### config.mk
export PLATFORM = sky130hd
export DESIGN_NAME = cu_simd_tree
export DESIGN_NICKNAME = d
export VERILOG_FILES = /design/src/rtl/cu_pkg.sv /design/src/rtl/cu_lane.sv /design/src/rtl/cu_alu.sv /design/src/rtl/cu_mul.sv /design/src/rtl/cu_simd_tree.sv
export SDC_FILE = /design/constraint.sdc
export NUM_CORES = 2
export LEC_CHECK = 0
export ABC_AREA = 1
export BUFFER_PORTS_ARGS = -buffer_cell sky130_fd_sc_hd__buf_2
export CAP_MARGIN = 20
export CORE_ASPECT_RATIO = 0.9
export CORE_MARGIN = 2
export CORE_UTILIZATION = 26
export CTS_CLUSTER_SIZE = 12
export DETAILED_ROUTE_END_ITERATION = 6
export GPL_ROUTABILITY_DRIVEN = 0
export MAX_ROUTING_LAYER = met4
export SLEW_MARGIN = 5
export SYNTH_ARGS = -nofsm -noshare
export SYNTH_HDL_FRONTEND = slang
export SYNTH_SLANG_ARGS = --single-unit
### constraint.sdc
create_clock -name clk -period 12.2 [get_ports clk]
set_input_delay 1.22 -clock clk [delete_from_list [all_inputs] [get_ports clk]]
set_output_delay 1.22 -clock clk [all_outputs]
set_load 0.05 [all_outputs]
### src/rtl/cu_pkg.sv
// Package: shared opcode type and default widths of the reduction compute unit.
// Assumes: opcode field is 4 bits; encodings are fixed by the instruction format.
package cu_pkg;

    localparam int CU_OP_W = 4;

    typedef enum logic [CU_OP_W-1:0] {
        OP_NOP    = 4'd0,
        OP_ADD    = 4'd1,
        OP_SUB    = 4'd2,
        OP_CARRY  = 4'd3,
        OP_BORROW = 4'd4,
        OP_MAX    = 4'd5,
        OP_MIN    = 4'd6,
        OP_MAX4   = 4'd7,
        OP_MIN4   = 4'd8,
        OP_SHL    = 4'd9,
        OP_SHR    = 4'd10,
        OP_COPY   = 4'd11,
        OP_MATCH  = 4'd12,
        OP_SELGT  = 4'd13,
        OP_SELEQ  = 4'd14,
        OP_HALT   = 4'd15
    } cu_op_e;

endpackage

### src/rtl/cu_lane.sv
// Module: cu_lane
// One unsigned lane of an ALU, of width W. Handles every lane-local operation.
// Assumes: shifts, NOP and HALT are resolved by the caller (this lane returns 0).
module cu_lane
    import cu_pkg::*;
#(
    parameter int W = 32
) (
    input  cu_op_e         op,
    input  logic [W-1:0]   x,
    input  logic [W-1:0]   y,
    input  logic [W-1:0]   z,
    input  logic [W-1:0]   w,
    input  logic [W-1:0]   match_v,
    input  logic [W-1:0]   mism_v,
    output logic [W-1:0]   r
);

    logic [W:0]   sum;
    logic [W-1:0] hi_xy, hi_zw, lo_xy, lo_zw;

    // Pairwise reduction tree for the four-input operations.
    always_comb begin
        sum   = {1'b0, x} + {1'b0, y};
        hi_xy = (x > y) ? x : y;
        hi_zw = (z > w) ? z : w;
        lo_xy = (x < y) ? x : y;
        lo_zw = (z < w) ? z : w;
    end

    // Operation select for this lane.
    always_comb begin
        case (op)
            OP_ADD:    r = sum[W-1:0];
            OP_SUB:    r = x - y;
            OP_CARRY:  r = {{(W-1){1'b0}}, sum[W]};
            OP_BORROW: r = {{(W-1){1'b0}}, (x < y)};
            OP_MAX:    r = hi_xy;
            OP_MIN:    r = lo_xy;
            OP_MAX4:   r = (hi_xy > hi_zw) ? hi_xy : hi_zw;
            OP_MIN4:   r = (lo_xy < lo_zw) ? lo_xy : lo_zw;
            OP_COPY:   r = x;
            OP_MATCH:  r = (x == y) ? match_v : mism_v;
            OP_SELGT:  r = (x > y) ? z : w;
            OP_SELEQ:  r = (x == y) ? z : w;
            default:   r = '0;
        endcase
    end

endmodule

### src/rtl/cu_alu.sv
// Module: cu_alu
// One ALU of the tree. It has a full-width lane and LANE_W-wide SIMD lanes.
// simd picks which lane set drives the result; the 16-bit shifts always act on
// the whole word.
// Assumes: DATA_W is a multiple of LANE_W; the shift distance is DATA_W/2.
module cu_alu
    import cu_pkg::*;
#(
    parameter int          DATA_W    = 32,
    parameter int          LANE_W    = 8,
    parameter logic [31:0] MATCH_VAL = 32'd5,
    parameter logic [31:0] MISM_VAL  = 32'hFFFF_FFFC
) (
    input  cu_op_e              op,
    input  logic                simd,
    input  logic [DATA_W-1:0]   x,
    input  logic [DATA_W-1:0]   y,
    input  logic [DATA_W-1:0]   z,
    input  logic [DATA_W-1:0]   w,
    output logic [DATA_W-1:0]   r
);

    localparam int LANES = DATA_W / LANE_W;
    localparam int SH    = DATA_W / 2;

    logic [DATA_W-1:0] full_r;
    logic [DATA_W-1:0] simd_r;

    cu_lane #(.W(DATA_W)) u_full (
        .op(op), .x(x), .y(y), .z(z), .w(w),
        .match_v(MATCH_VAL[DATA_W-1:0]), .mism_v(MISM_VAL[DATA_W-1:0]),
        .r(full_r)
    );

    for (genvar l = 0; l < LANES; l++) begin : g_lane
        cu_lane #(.W(LANE_W)) u_lane (
            .op(op),
            .x(x[l*LANE_W +: LANE_W]), .y(y[l*LANE_W +: LANE_W]),
            .z(z[l*LANE_W +: LANE_W]), .w(w[l*LANE_W +: LANE_W]),
            .match_v(MATCH_VAL[LANE_W-1:0]), .mism_v(MISM_VAL[LANE_W-1:0]),
            .r(simd_r[l*LANE_W +: LANE_W])
        );
    end

    // Output select: whole-word shifts, otherwise the lane set chosen by simd.
    always_comb begin
        case (op)
            OP_SHL:  r = x << SH;
            OP_SHR:  r = x >> SH;
            default: r = simd ? simd_r : full_r;
        endcase
    end

endmodule

### src/rtl/cu_mul.sv
// Module: cu_mul
// Multiplier kept off the ALU tree. It gives the low DATA_W bits of the product,
// or in SIMD mode the low LANE_W bits of each lane product.
// Assumes: unsigned operands; purely combinational.
module cu_mul #(
    parameter int DATA_W = 32,
    parameter int LANE_W = 8
) (
    input  logic                simd,
    input  logic [DATA_W-1:0]   x,
    input  logic [DATA_W-1:0]   y,
    output logic [DATA_W-1:0]   p
);

    localparam int LANES = DATA_W / LANE_W;

    logic [DATA_W-1:0] full_p;
    logic [DATA_W-1:0] simd_p;

    for (genvar l = 0; l < LANES; l++) begin : g_lane
        logic [2*LANE_W-1:0] prod;
        // Per-lane product, truncated to the lane width.
        always_comb begin
            prod = x[l*LANE_W +: LANE_W] * y[l*LANE_W +: LANE_W];
            simd_p[l*LANE_W +: LANE_W] = prod[LANE_W-1:0];
        end
    end

    // Full-width product and mode select.
    always_comb begin
        full_p = x * y;
        p      = simd ? simd_p : full_p;
    end

endmodule

### src/rtl/cu_simd_tree.sv
// Module: cu_simd_tree (top)
// Two-level ALU reduction compute unit. ALU A (four operands) and ALU B (two
// operands) feed ALU C; a side multiplier can replace the tree result. There is
// one register stage; a HALT opcode in any slot latches a sticky stop flag.
// Assumes: synchronous active-low reset; two-input ALUs see (x,y,x,y).
module cu_simd_tree
    import cu_pkg::*;
#(
    parameter int          DATA_W    = 32,
    parameter int          LANE_W    = 8,
    parameter logic [31:0] MATCH_VAL = 32'd5,
    parameter logic [31:0] MISM_VAL  = 32'hFFFF_FFFC
) (
    input  logic                clk,
    input  logic                rst_n,
    input  logic                issue_i,
    input  logic                simd_i,
    input  logic                mul_sel_i,
    input  logic [3:0]          op_a_i,
    input  logic [3:0]          op_b_i,
    input  logic [3:0]          op_c_i,
    input  logic [DATA_W-1:0]   opd_a0_i,
    input  logic [DATA_W-1:0]   opd_a1_i,
    input  logic [DATA_W-1:0]   opd_a2_i,
    input  logic [DATA_W-1:0]   opd_a3_i,
    input  logic [DATA_W-1:0]   opd_b0_i,
    input  logic [DATA_W-1:0]   opd_b1_i,
    output logic [DATA_W-1:0]   result_o,
    output logic                res_valid_o,
    output logic                halted_o
);

    cu_op_e            op_a, op_b, op_c;
    logic [DATA_W-1:0] res_a, res_b, res_c, prod;
    logic [DATA_W-1:0] next_res;
    logic              halt_hit;

    // Decode the opcode fields and detect a halt in any slot.
    always_comb begin
        op_a     = cu_op_e'(op_a_i);
        op_b     = cu_op_e'(op_b_i);
        op_c     = cu_op_e'(op_c_i);
        halt_hit = (op_a == OP_HALT) || (op_b == OP_HALT) || (op_c == OP_HALT);
    end

    cu_alu #(.DATA_W(DATA_W), .LANE_W(LANE_W), .MATCH_VAL(MATCH_VAL), .MISM_VAL(MISM_VAL))
    u_alu_a (
        .op(op_a), .simd(simd_i),
        .x(opd_a0_i), .y(opd_a1_i), .z(opd_a2_i), .w(opd_a3_i),
        .r(res_a)
    );

    cu_alu #(.DATA_W(DATA_W), .LANE_W(LANE_W), .MATCH_VAL(MATCH_VAL), .MISM_VAL(MISM_VAL))
    u_alu_b (
        .op(op_b), .simd(simd_i),
        .x(opd_b0_i), .y(opd_b1_i), .z(opd_b0_i), .w(opd_b1_i),
        .r(res_b)
    );

    cu_alu #(.DATA_W(DATA_W), .LANE_W(LANE_W), .MATCH_VAL(MATCH_VAL), .MISM_VAL(MISM_VAL))
    u_alu_c (
        .op(op_c), .simd(simd_i),
        .x(res_a), .y(res_b), .z(res_a), .w(res_b),
        .r(res_c)
    );

    cu_mul #(.DATA_W(DATA_W), .LANE_W(LANE_W)) u_mul (
        .simd(simd_i), .x(opd_a0_i), .y(opd_a1_i), .p(prod)
    );

    // Pick the tree or the multiplier as the candidate result.
    always_comb begin
        next_res = mul_sel_i ? prod : res_c;
    end

    // Result register, valid flag and sticky halt flag.
    always_ff @(posedge clk) begin
        if (!rst_n) begin
            result_o    <= '0;
            res_valid_o <= 1'b0;
            halted_o    <= 1'b0;
        end else begin
            res_valid_o <= 1'b0;
            if (issue_i && !halted_o) begin
                if (halt_hit) begin
                    halted_o <= 1'b1;
                end else begin
                    result_o    <= next_res;
                    res_valid_o <= 1'b1;
                end
            end
        end
    end

endmodule

* After elaboration in Yosys (flattened, before gate mapping)
Cells that the tools add are included.
** Word-level totals
- Bits in registers :: 34
- Input bits :: 209
- Output and inout port bits :: 34
- Word-level logic and storage cells :: 269
** Operators by class
- $add $sub $neg :: 30
- Multiply operators :: 5
- $lt $le $gt $ge :: 50
- Eq/ne operators :: 60
- Multiplexer cells :: 109
- Bitwise gates (word level) :: 1
- Reductions and logical operators :: 11
** Operators by type and width (count)
- $mux 32 :: 22
- $pmux 32 s9 :: 2
- $pmux 8 s9 :: 8
- $mux 8 :: 68
- $pmux 32 s12 :: 1
- $pmux 8 s12 :: 4
- $pmux 32 s2 :: 3
- $gt 32x32->1 :: 5
- $gt 8x8->1 :: 20
- $lt 32x32->1 :: 5
- $lt 8x8->1 :: 20
- $add 8x8->9 :: 12
- $add 32x32->33 :: 3
- $eq 32x32->1 :: 3
- $eq 4x4->1 const B :: 24
- $eq 8x8->1 :: 12
- $sub 32x32->32 :: 3
- $sub 8x8->8 :: 12
- $eq 4x3->1 const B :: 12
- $mul 32x32->32 :: 1
- $mul 8x8->8 :: 4
- $eq 4x2->1 const B :: 6
- $eq 4x1->1 const B :: 3
- $reduce_and 2->1 :: 3
- 7 further kinds :: 10

* Logic depth before layout (Yosys ltp)
- Word-level depth :: 13
- Gate-level depth with buffers :: 65
- Depth with buffers taken out :: 61

* Cells and area by module
A second synthesis with hierarchy kept.
** Second synthesis, totals
- Cells, all modules :: 16211
- Area, all modules :: 91560.3 um^2
** Modules (own cells, without submodules)
- cu_lane (u_alu_a.g_lane[0].u_lane ...) :: times used 8, cells each 518, area each 2736.4 um^2, sequential area each 0.0 um^2
- cu_mul :: times used 1, cells each 2781, area each 20338.3 um^2, sequential area each 0.0 um^2
- cu_lane (u_alu_b.u_full) :: times used 1, cells each 2042, area each 10870.4 um^2, sequential area each 0.0 um^2
- cu_lane (u_alu_a.u_full) :: times used 1, cells each 2029, area each 10847.9 um^2, sequential area each 0.0 um^2
- cu_lane (u_alu_c.u_full) :: times used 1, cells each 2047, area each 10789.1 um^2, sequential area each 0.0 um^2
- cu_lane (u_alu_c.g_lane[1].u_lane ...) :: times used 3, cells each 520, area each 2731.4 um^2, sequential area each 0.0 um^2
- cu_alu :: times used 3, cells each 221, area each 1206.2 um^2, sequential area each 0.0 um^2
- cu_lane (u_alu_c.g_lane[0].u_lane) :: times used 1, cells each 520, area each 2750.1 um^2, sequential area each 0.0 um^2
- cu_simd_tree :: times used 1, cells each 425, area each 2260.9 um^2, sequential area each 680.7 um^2

* Least setup slack after synthesis
Ideal clock, no wire load.
- Path type :: input -> register
- Start :: input opd_a1_i[11]
- End :: register result_o[6]
- Setup time :: 134 ps
- Data arrival time :: 8507 ps
- Required time :: 12066 ps
- Path slack :: 3560 ps
- Stages :: 55
- Buffers on the path :: 10
- Path through :: clkbuf_1 clkbuf_1 buf_1 inv_1 ha_1 nand2_2 inv_2 nand2_2 nor3_4 nand2_2 nand2_4 nand2_2 nand2_2 buf_4 nand2_1 buf_4 buf_4 buf_4 [... 19 more ...] nand3_1 o21ai_1 a21boi_1 o21ai_1 a21oi_1 o21ai_1 nand2_1 nand3_1 o22ai_1 a31oi_1 inv_1 buf_2 nand2_1 nand3_1 a21oi_1 nand2_1 nand2_1 a21oi_1
** On the way
- Cells in the longest elaborated chain, start to end :: 13
- Elaborated cells between the ends (all ways) :: 55
- Classes of those cells :: add/sub: 8; order compare: 12; eq/ne: 4; mux: 31
** RTL lines
- start: declaration :: line cu_simd_tree.sv:23 : input logic [DATA_W-1:0] opd_a1_i,
- $lt 32x32->1 (tied with other cells) :: line cu_lane.sv:27, cu_lane.sv:37
- $mux 32 (tied with other cells) :: line cu_lane.sv:27 : lo_xy = (x < y) ? x : y;
- $lt 32x32->1 (tied with other cells) :: line cu_lane.sv:41 : OP_MIN4: r = (lo_xy < lo_zw) ? lo_xy : lo_zw;
- $mux 32 (tied with other cells) :: line cu_lane.sv:41
- $pmux 32 s12 or $pmux 8 s12 (tied branches) :: line cu_lane.sv:33 : case (op)
- $mux 32 (*) :: line cu_alu.sv:50 : default: r = simd ? simd_r : full_r;
- $pmux 32 s2 (*) :: line cu_alu.sv:47 : case (op)
- $gt 32x32->1 (tied with other cells) :: line cu_lane.sv:25, cu_lane.sv:26, cu_lane.sv:44
- $mux 32 (tied with other cells) :: line cu_lane.sv:25, cu_lane.sv:26, cu_lane.sv:44
- $pmux 32 s9 or $pmux 8 s9 (tied branches) :: line cu_lane.sv:33
- $mux 32 :: line cu_alu.sv:50
- $pmux 32 s2 (*) :: line cu_alu.sv:47
- $mux 32 (*) :: line cu_simd_tree.sv:73 : next_res = mul_sel_i ? prod : res_c;
- end signal: assignment :: line cu_simd_tree.sv:88 : result_o <= next_res;
- end: declaration :: line cu_simd_tree.sv:28 : output logic [DATA_W-1:0] result_o,
Mark *: on every way between the ends. The rest lies on a longest branch, timed or not.
A chain may end at the register's enable or synchronous reset.

* Final worst setup path
- Start :: input opd_a0_i[8]
- End :: register result_o[10]
** On the way
- Cells in the longest elaborated chain, start to end :: 13
- Elaborated cells between the ends (all ways) :: 57
- Classes of those cells :: add/sub: 8; mul: 2; order compare: 12; eq/ne: 4; mux: 31
** RTL lines
- start: declaration :: line cu_simd_tree.sv:22 : input logic [DATA_W-1:0] opd_a0_i,
- $lt 32x32->1 (tied with other cells) :: line cu_lane.sv:27, cu_lane.sv:37
- $mux 32 (tied with other cells) :: line cu_lane.sv:27
- $lt 32x32->1 (tied with other cells) :: line cu_lane.sv:41
- $mux 32 (tied with other cells) :: line cu_lane.sv:41
- $pmux 32 s12 or $pmux 8 s12 (tied branches) :: line cu_lane.sv:33
- $mux 32 :: line cu_alu.sv:50
- $pmux 32 s2 :: line cu_alu.sv:47
- $gt 32x32->1 (tied with other cells) :: line cu_lane.sv:25, cu_lane.sv:26, cu_lane.sv:44
- $mux 32 (tied with other cells) :: line cu_lane.sv:25, cu_lane.sv:26, cu_lane.sv:44
- $pmux 32 s9 or $pmux 8 s9 (tied branches) :: line cu_lane.sv:33
- $mux 32 :: line cu_alu.sv:50
- $pmux 32 s2 :: line cu_alu.sv:47
- $mux 32 (*) :: line cu_simd_tree.sv:73
Marks and branches as above.

==> results.ini <==
[timing]
slew_violations = 0
rsz0062_at_grt = false
fin_skew_ns = 0.00666
fin_crit_ns = 11.47
finalCritPeriodShare_pct = 94.0
tightest_slew_ns = 1.16
slew_headroom_pct = 20.9
fmax_mhz = 87.2
hold_violations = 0
fin_ws_ns = 0.734
setup_viol = 0
finalSetupTns_ns = 0

[final_layout]
syn_to_final_growth_pct = 7.84
n_fill_cell = 23418
regArea_sq_um = 681
layout.cells.non_filler = 11787
fin_util_pct = 28.2
multi_input_area_sq_um = 44700
layout-drive-gt1-share_pct = 6.10
nets = 10257

[place]
place_hpwl_microns = 212000
pre_cts_ws_ns = 1.02
placed_cells = 11739
io_buffers = 242

[setup_path]
worstPathMaxFanout = 64
crit_start = opd_a0_i[8]
worstSetupPathType = in -> reg
critPathSlowestCell = buf_4
end_kind = flop
crit_arrival_ns = 11.66
startpoint_type = primary input
cp.required_ns = 12.39
crit_top_cell = nand2_1
reg2reg_from = halted_o
slowest_delay_ns = 0.66

[drt]
drtIter0Drc = 9860
dr.pass1.iters = 7
wl_met2_microns = 109000
antenna_left = 0
vias = 64133
highest-signal-layer = met4
m1WireLength_microns = 103000
drc = 20
met3_wirelength_microns = 36800
drt-total-wl_microns = 269000
viasPerCell = 5.44
wl_per_cell_microns = 22.8

[yosys]
synth.most_common_cell = nand2_1
yosys.area.top_type_share_pct = 17.8
ys_seq_area_share_pct = 1.27
synth.distinct_cells = 71
synth_edf_count = 0
syn_nets = 10320
syn_avg_cell_area_sq_um = 5.91
netlist_instances = 9091
netlist_area_sq_um = 53700
ys_seq_elements = 34
yosys_warnings = 0
synth_top_area_cell = fa_1
synthTopCellsByCount = nand2_1 (2085), inv_1 (1693), a21oi_1 (951)
synthTopCellsByArea = fa_1 (18%), nand2_1 (15%), ha_1 (13%), inv_1 (12%), a21oi_1 (8.9%)
ys.flop_type = dfxtp_1
synthArstFlopShare_pct = 0

[clocking]
cts_inserted_buffers = 5
path_clk_slew_ns = 0.07
cts_tree = built
htreeDepth = 2
cts_hold_buf = 0
clockBufferDepth = 2
ctsResizeCount = 0
cts.sinks = 34
cts-root-buf = clkbuf_16
clock_latency_ns = 0.30
cts_setup_buffers = 0

[global_routing]
grt.total_usage_pct = 25.2
grt_overflow = 0
grt_antenna_before_repair = 62
grt_first_pass_wirelength_microns = 392000
grt_max_degree = 65
grt_pass1_vias = 58428

[floorplanning]
chipWidth_microns = 483
coreArea_sq_um = 206000
core.rowCount = 158
die_y_microns = 435
die-area_sq_um = 210000
start_util_pct = 26.1
ios = 243

[power_and_ir_drop]
power_leakage_nw = 30.0
power_mw = 15.0
peakVddDrop_mv = 0.958
powerDensity_nw_per_um2 = 259

[outcome]
violations = DRC
status = finished with violations

[job]
drv_cap = 0

[min_path]
min-delay-start = halted_o
min_path_type = reg -> reg

==> per-stage QoR <==
stage	area, sq um	hold slack [ns]
finish	57900	0.500
floorplan	53700	0.686
CTS	57800	0.506
global placement	57600	0.489
detailed placement	57600	0.494
global route	57900	0.526
==> flip-flops by register name, indices dropped and copies added (netlist names) <==
register     flops
result_o        32
halted_o         1
res_valid_o      1
==> worst max-delay path: cells and delay by family <==
| kind | cells | cell delay, ns |
|---|---|---|
| AO/OA/AOI/OAI | 16 | 3.44 |
| buffers and inverters | 6 | 1.73 |
| AND/OR/NAND/NOR | 22 | 4.02 |
| adder cells (fa/ha/maj) | 3 | 1.17 |
==> cell type report <==
class / count / area share (%)
Multi-Input combinational cell: 6865 / 77.1
Inverter: 1728 / 11.2
Tap cell: 2720 / 5.87
Timing Repair Buffer: 394 / 4.13
Sequential cell: 34 / 1.17
Clock buffer: 5 / 0.216
Antenna cell: 38 / 0.164
Clock inverter: 3 / 0.119
==> worst paths after layout <==
| check | cells after the start | slack [ns] | end |
|---|---|---|---|
| max | 47 | 0.73 | result_o[10] |
| min | 2 | 0.50 | halted_o |
| max reg2reg | 6 | 9.86 | result_o[10] |
| min reg2reg | 2 | 0.50 | halted_o |
==> logic make-up (layout without fill, tap and decap cells) <==
| kind of cell | after synthesis | count (layout) | share of synthesized area (%) |
|---|---|---|---|
| buffers and inverters | 2192 | 2130 | 15.7 |
| adders and majority gates | 1020 | 1020 | 30.4 |
| AOI/OAI and AO/OA | 2429 | 2429 | 25.1 |
| other | 0 | 38 | 0 |
| DFF | 34 | 34 | 1.27 |
| xor gates and xnor gates | 173 | 173 | 2.82 |
| and+or+nand+nor | 3243 | 3243 | 24.7 |
==> power by group <==
group / total (mW) / internal (mW) / switching, mW
sequential: 0.210 / 0.142 / 0.0677
clock: 0.183 / 0.118 / 0.0652
combinational: 14.6 / 4.95 / 9.67
==> metal layers <==
layer / vias up / track usage (%)
li1: 29194 / -
met1: 29435 / 31.6
met2: 4559 / 35.9
met3: 945 / 6.80
met4: 0 / 15.1
met5: - / -
==> layout by cell type, fill, tap and decap left out, types with 28 or more instances in the layout <==
| cell | synthesis | routed |
|---|---|---|
| nor3_1 | 90 | 90 |
| a211oi_1 | 70 | 70 |
| nor2_1 | 560 | 546 |
| nand2_1 | 2085 | 2084 |
| ha_1 | 543 | 543 |
| buf_4 | 20 | 149 |
| o22ai_1 | 29 | 28 |
| nor4_1 | 29 | 29 |
| o2111ai_1 | 37 | 37 |
| dfxtp_1 | 34 | 34 |
| nand3_1 | 307 | 305 |
| nand4_1 | 80 | 80 |
| o211ai_1 | 78 | 78 |
| a21oi_1 | 951 | 951 |
| inv_1 | 1693 | 1692 |
| diode_2 | 0 | 38 |
| xnor2_1 | 79 | 79 |
| fa_1 | 477 | 477 |
| o21ai_1 | 57 | 60 |
| a31oi_1 | 39 | 39 |
| or2_2 | 38 | 38 |
| xor2_1 | 94 | 94 |
| buf_2 | 64 | 241 |
| o21ai_0 | 943 | 940 |
Power figures use the tool's default switching activity.
